$ cat config.mk
export PLATFORM = sky130hd
export DESIGN_NAME = pf_retry_filter
export DESIGN_NICKNAME = d
export VERILOG_FILES = /design/src/rtl/pf_filter_pkg.sv /design/src/rtl/pf_classify.sv /design/src/rtl/pf_key_table.sv /design/src/rtl/pf_retry_filter.sv
export SDC_FILE = /design/constraint.sdc
export NUM_CORES = 1
export LEC_CHECK = 0
export BUFFER_PORTS_ARGS = -buffer_cell sky130_fd_sc_hd__buf_4
export CAP_MARGIN = 5
export CORE_AREA = 4 4 242 244
export DETAILED_ROUTE_END_ITERATION = 8
export DIE_AREA = 0 0 246 248
export PLACE_DENSITY = 0.73
export SLEW_MARGIN = 20
export SYNTH_ARGS = -nofsm -noshare
export SYNTH_HDL_FRONTEND = slang
export SYNTH_SLANG_ARGS = --single-unit
$ cat constraint.sdc
create_clock -name clk -period 15.5 [get_ports clk]
set_input_delay 2.325 -clock clk [delete_from_list [all_inputs] [get_ports clk]]
set_output_delay 2.325 -clock clk [all_outputs]
set_load 0.02 [all_outputs]
$ cat src/rtl/pf_filter_pkg.sv
package pf_filter_pkg;
  localparam int PASID_W = 16;
  localparam int PAGE_W  = 36;
  localparam int KEY_W   = PASID_W + PAGE_W;

  typedef logic [KEY_W-1:0] fault_key_t;

  typedef enum logic [1:0] {
    CLS_OTHER   = 2'd0,
    CLS_NOPASID = 2'd1,
    CLS_CREDIT  = 2'd2,
    CLS_RETRY   = 2'd3
  } vec_class_e;

  typedef struct packed {
    logic [31:0] w0;
    logic [31:0] w3;
    logic [31:0] w4;
    logic [31:0] w5;
  } vec_t;
endpackage

$ cat src/rtl/pf_classify.sv
module pf_classify
  import pf_filter_pkg::*;
#(
  parameter logic [7:0] CLIENT_A = 8'h12,
  parameter logic [7:0] CLIENT_B = 8'h1B
) (
  input  logic [7:0]         client,
  input  logic [PASID_W-1:0] pasid,
  input  logic               retry,
  input  logic [PAGE_W-1:0]  page,
  output vec_class_e         cls,
  output fault_key_t         key
);
  logic is_fault_client;

  assign is_fault_client = (client == CLIENT_A) || (client == CLIENT_B);
  assign key = {pasid, page};

  always_comb begin
    if (!is_fault_client)    cls = CLS_OTHER;
    else if (pasid == '0)    cls = CLS_NOPASID;
    else if (!retry)         cls = CLS_CREDIT;
    else                     cls = CLS_RETRY;
  end
endmodule

$ cat src/rtl/pf_key_table.sv
module pf_key_table
  import pf_filter_pkg::*;
#(
  parameter int DEPTH = 8
) (
  input  logic       clk,
  input  logic       rst_n,
  input  logic       clr_en,
  input  fault_key_t clr_key,
  input  fault_key_t look_key,
  input  logic       ins_en,
  output logic       hit,
  output logic       full
);
  logic [DEPTH-1:0] valid_q;
  logic [DEPTH-1:0] clr_match;
  logic [DEPTH-1:0] live;
  logic [DEPTH-1:0] hit_vec;
  logic [DEPTH-1:0] ins_sel;
  fault_key_t       key_q [DEPTH];

  // Clear is resolved before lookup and slot choice.
  for (genvar g = 0; g < DEPTH; g++) begin : g_ent
    assign clr_match[g] = clr_en && valid_q[g] && (key_q[g] == clr_key);
    assign live[g]      = valid_q[g] && !clr_match[g];
    assign hit_vec[g]   = live[g] && (key_q[g] == look_key);
  end

  assign hit  = |hit_vec;
  assign full = &live;

  always_comb begin
    logic found;
    found   = 1'b0;
    ins_sel = '0;
    for (int i = 0; i < DEPTH; i++) begin
      if (!found && !live[i]) begin
        ins_sel[i] = ins_en;
        found      = 1'b1;
      end
    end
  end

  always_ff @(posedge clk) begin
    if (!rst_n) begin
      valid_q <= '0;
    end else begin
      valid_q <= live | ins_sel;
    end
    for (int i = 0; i < DEPTH; i++) begin
      if (ins_sel[i]) key_q[i] <= look_key;
    end
  end

  AST_KEY_UNIQUE: assert property (@(posedge clk) disable iff (!rst_n)
    $onehot0(hit_vec));
  AST_INS_LEGAL: assert property (@(posedge clk) disable iff (!rst_n)
    ins_en |-> (!hit && !full));
  AST_INS_GROWS: assert property (@(posedge clk) disable iff (!rst_n)
    ins_en |=> ($countones(valid_q) == $past($countones(live)) + 1));
  AST_TABLE_RESET: assert property (@(posedge clk)
    $past(!rst_n) |-> (valid_q == '0));
endmodule

$ cat src/rtl/pf_retry_filter.sv
module pf_retry_filter
  import pf_filter_pkg::*;
#(
  parameter int         DEPTH    = 8,
  parameter logic [7:0] CLIENT_A = 8'h12,
  parameter logic [7:0] CLIENT_B = 8'h1B
) (
  input  logic        clk,
  input  logic        rst_n,
  input  logic        in_valid,
  output logic        in_ready,
  input  logic [31:0] in_w0,
  input  logic [31:0] in_w3,
  input  logic [31:0] in_w4,
  input  logic [31:0] in_w5,
  input  logic        in_grant,
  output logic        out_valid,
  input  logic        out_ready,
  output logic [31:0] out_w0,
  output logic [31:0] out_w3,
  output logic [31:0] out_w4,
  output logic [31:0] out_w5,
  output logic        drop_pulse,
  input  logic        clr_valid,
  input  logic [51:0] clr_key
);
  vec_t       s_vec;
  vec_t       o_vec;
  logic       s_valid;
  logic       s_grant;
  logic       out_free;
  logic       accept;
  logic       decide;
  logic       pass;
  logic       hit;
  logic       full;
  logic       ins_en;
  vec_class_e cls;
  fault_key_t key;

  assign out_free = !out_valid || out_ready;
  assign in_ready = !s_valid || out_free;
  assign accept   = in_valid && in_ready;
  assign decide   = s_valid && out_free;

  pf_classify #(.CLIENT_A(CLIENT_A), .CLIENT_B(CLIENT_B)) u_cls (
    .client (s_vec.w0[7:0]),
    .pasid  (s_vec.w3[PASID_W-1:0]),
    .retry  (s_vec.w5[7]),
    .page   ({s_vec.w5[3:0], s_vec.w4}),
    .cls    (cls),
    .key    (key)
  );

  pf_key_table #(.DEPTH(DEPTH)) u_tab (
    .clk      (clk),
    .rst_n    (rst_n),
    .clr_en   (clr_valid),
    .clr_key  (clr_key),
    .look_key (key),
    .ins_en   (ins_en),
    .hit      (hit),
    .full     (full)
  );

  always_comb begin
    unique case (cls)
      CLS_OTHER, CLS_NOPASID: pass = 1'b1;
      CLS_CREDIT:             pass = s_grant;
      default:                pass = !hit && !full;
    endcase
  end

  assign ins_en = decide && (cls == CLS_RETRY) && !hit && !full;

  always_ff @(posedge clk) begin
    if (!rst_n) begin
      s_valid    <= 1'b0;
      out_valid  <= 1'b0;
      drop_pulse <= 1'b0;
    end else begin
      if (accept)      s_valid <= 1'b1;
      else if (decide) s_valid <= 1'b0;
      if (decide && pass)  out_valid <= 1'b1;
      else if (out_ready)  out_valid <= 1'b0;
      drop_pulse <= decide && !pass;
    end
    if (accept) begin
      s_vec   <= '{w0: in_w0, w3: in_w3, w4: in_w4, w5: in_w5};
      s_grant <= in_grant;
    end
    if (decide && pass) o_vec <= s_vec;
  end

  assign out_w0 = o_vec.w0;
  assign out_w3 = o_vec.w3;
  assign out_w4 = o_vec.w4;
  assign out_w5 = o_vec.w5;

  AST_OUT_HOLD: assert property (@(posedge clk) disable iff (!rst_n)
    (out_valid && !out_ready) |=> (out_valid && $stable(o_vec)));
  AST_STALL_BLOCKS: assert property (@(posedge clk) disable iff (!rst_n)
    (s_valid && out_valid && !out_ready) |-> !in_ready);
  AST_DROP_FROM_STAGE: assert property (@(posedge clk) disable iff (!rst_n)
    drop_pulse |-> $past(s_valid));
  AST_OTHER_PASSES: assert property (@(posedge clk) disable iff (!rst_n)
    (decide && cls == CLS_OTHER) |=> (out_valid && !drop_pulse));
  AST_RESET_IDLE: assert property (@(posedge clk)
    $past(!rst_n) |-> (!out_valid && !drop_pulse && in_ready));
endmodule

==> results.md <==
* Status: finished, final reports clean
* WP depth at 12
* First-pass GRT wire length at 173 mm
* Pleak at 0.0122 uW
* TNS Setup at 0 ps
* Sw Share at 0.249
* Placed cell area at 0.0340 mm2
* Hold Buf Count CTS at 0
* Multi-input gate area at 0.00973 mm2
* Core area at 0.0563 mm2
* Synth top area cells: edfxtp_1 66%, xnor2_1 13%, xor2_1 8.6%
* Synth Instances at 2054
* Reg2reg setup slack at 9200 ps
* Setup Skew at between 20 and 25 ps
* Final max-slew violation count at 0
* Register Area at 0.0204 mm2
* Post-CTS resize count at 0
* DRC viols at 0
* CP Data Required Time at 15760 ps
* Clock Pin Slew Worst Setup and Hold Paths at around 60 ps
* Crit Path Class: input port to register
* Cell area after synthesis at 0.0307 mm2
* Yosys warning total at 0
* # rows at 87
* Final Cell Area at 0.0364 mm2
* Sw Pwr at 1050 uW
* Syn-to-layout area delta at 18.6%
* Die X at 246 um
* CTS Buffer Depth at 3
* Actual slew at the worst max-slew pin at 1380 ps
* Post-Route WL at 131 mm
* Final Cycle Share at 0.500
* FFs w/ async S/R, synth at 0
* Sequential share of power at 0.500
* Worst vdd rail ir drop at 123 uV
* Critical path's top delay family: simple AND/OR/NAND/NOR gates
* Ys flop type: edfxtp_1
* Top cell type's share of synthesized area at 0.658
* Most frequent CP cell: buf_4
* I/O pin total at ~320
* Slew HR at 0.0691
* Chip height at between 200 and 250 um
* Share of layout cells above drive strength 1 at 0.202
* Port-buffer cells at 316
* Comb power frac at 0.087
* CP peak stage delay at between 900 and 1000 ps
* FMAX at 129 MHz
* Post-synth EDFFs at around 670
* Min cycle time layout at 7760 ps
* CP max FO at 72
* CTS tree: yes
* Post-Syn Area per Cell at 15.0 um2
* Register area share after synthesis at 0.665
* Final hold violations at 0
* Min-Delay Endpoint: out_w3[22]
* Post-route ant nets at 0
* Fillers at approximately 4000
* Crit start category: input port
* Critical-path cell with the highest stage delay: nor4_1
* Total number of vias at 21100
* Drt first pass iters at 7
* Post-synthesis cell type with the largest combined area: edfxtp_1
* Gr ovfl total at 0
* Reg2Reg Depth at 11
* Reg2reg start: u_tab.key_q[1][131]
* Root buf cell: clkbuf_16
* Pwr Density at between 100 and 150 mW/mm2
* Nets@finish at ~2600
* R2r endpoint: out_w4[20]
* Total GRT Usage at 0.424
* Die ar. at 0.0610 mm2
* Endpoint class of the critical path: register
* Num CTS Buffers at 73
* Post-CTS Setup Inserts at 0
* Internal power at 3170 uW
* Clock latency on the worst-skew pair at around 640 ps
* CP arrival at 8010 ps
* Bufs and invs on worst path at 3
* Max_cap viols at 0
* Mapped Nets at 2240
* Clk pwr share at 0.413
* Initial DRC Count at 3606
* Final HPWL from detailed placement at just under 100 mm
* Global placer's final weighted congestion at 1.23
* Final setup viols at 0
* Hold WC Path Type: register to register
* Hold path depth at 0
* CP cell instances: buf_4 > xnor2_1 > nand4_1 > nor4_1 > nand4_1 > o41ai_2 > o21ai_0 > nor4_4 > nand2_1 > a21oi_4 > buf_4 > buf_4
* CTS sink count at 684
* H-Tree Depth at 3
* Initial Util at 0.546
* Initial antenna violation count at 14
* Synth Register Bits at 684
* Number of vias per cell at 6.58
* WL/cell at approximately 41 um
* Number of global-route vias before repair at 20400
* Largest net degree at the start of global routing at 73
* Hold Startpoint: s_vec[86]
* Distinct cell type count after synthesis at 60
* RSZ-0062 raised after global routing: no
## sequential cells by signal, indices dropped and copies added (netlist names)
name,flops
u_tab.key_q,416
out_w5,32
out_w3,32
s_vec,128
out_w0,32
drop_pulse,1
out_w4,32
s_valid,1
s_grant,1
u_tab.valid_q,8
out_valid,1
## metrics by stage
stage	hold WS [ps]	total power, uW	util	worst slack, ps	std cells
2_1_floorplan	400	2310	-	4090	2054
3_3_place_gp	400	2490	0.605	7490	3072
3_5_place_dp	405	2500	0.605	7270	3072
4_1_cts	418	4210	0.646	7950	3198
5_1_grt	422	4310	0.647	7530	3200
6_report	415	4220	0.647	7740	3206
## power by group through the flow
| stage | logic, uW | registers [uW] | clock network [uW] |
|---|---|---|---|
| after global routing | 366 | 2110 | 1830 |
| after floorplan | 149 | 2160 | 0 |
| after CTS | 350 | 2110 | 1750 |
| after detailed placement | 349 | 2150 | 0 |
| final | 368 | 2110 | 1750 |
| after global placement | 347 | 2150 | 0 |
## cells by family after synthesis
family | share of synthesized area
AO/OA/AOI/OAI | 0.0272
AND/OR/NAND/NOR | 0.0744
buffers and inverters | 0.0208
XOR/XNOR | 0.212
flip-flops | 0.665
## cells in the mapped netlist, types with 14 or more instances
cell and n:
o22ai_1 14, buf_2 27, nand4_1 132, edfxtp_1 673, nand2b_1 36, nand2_1 16, xnor2_1 443, clkbuf_1 71
nor2b_1 23, o2111ai_1 14, nor4_1 109, inv_1 45, xor2_1 302
## final cells by class
cell class	count	share of cell area
timing repair buffer	369	0.0761
clock buffer	89	0.0530
inverter	48	0.00495
clock inverter	37	0.0112
tap	756	0.0260
sequential	684	0.561
multi-input combinational	1215	0.267
antenna	8	0.000550
## metal layers
| metal | track usage | up-vias | part of all wire |
|---|---|---|---|
| li1 | - | 8232 | - |
| met2 | 0.606 | 1928 | 0.42 |
| met4 | 0.315 | 10 | 0.095 |
| met5 | 0.00318 | - | 0.00050 |
| met3 | 0.154 | 480 | 0.14 |
| met1 | 0.532 | 10500 | 0.35 |
## cell usage in the layout, fill, tap and decap left out, types with 4 or more instances in the layout
master | synthesis | layout
a2111o_1 | 4 | 4
a21oi_1 | 11 | 10
clkinv_2 | 0 | 9
or4_1 | 6 | 6
xor2_1 | 302 | 302
dfxtp_1 | 11 | 11
nor4_1 | 109 | 107
nand3_1 | 11 | 11
a221oi_1 | 5 | 5
nand2_1 | 16 | 16
buf_4 | 4 | 369
nor2_1 | 12 | 12
clkinv_1 | 1 | 13
bufinv_16 | 0 | 5
o21ai_0 | 4 | 4
o2bb2ai_1 | 10 | 10
edfxtp_1 | 673 | 673
xnor2_1 | 443 | 443
a22o_1 | 4 | 4
clkbuf_1 | 71 | 13
nand2b_1 | 36 | 36
diode_2 | 0 | 8
o22ai_1 | 14 | 14
clkbuf_16 | 0 | 74
nand4_1 | 132 | 132
o221ai_1 | 5 | 5
nor2b_1 | 23 | 21
inv_1 | 45 | 45
o2111ai_1 | 14 | 14
nor3_1 | 10 | 8
a221o_1 | 5 | 5
## worst max path at each step
stage	startpoint	to	slack, ps
2_1_floorplan	clr_key[9]	out_w0[0]	4090
3_3_place_gp	clr_key[21]	out_w3[2]	7490
3_5_place_dp	clr_key[27]	out_w3[2]	7270
4_1_cts	clr_key[27]	out_w3[2]	7950
5_1_grt	clr_key[21]	out_w5[17]	7530
6_report	clr_key[27]	out_w4[20]	7740
## worst reg2reg max path, stage by stage, from the launching register on
cell      delay, ps
edfxtp_1        450
xnor2_1         260
nand4_1         360
nor4_1          980
nand4_1         320
o41ai_2         620
o21ai_0         270
nor4_4          550
nand2_1         290
a21oi_4         170
buf_4           720
buf_4           880
Power figures use the tool's default switching activity.
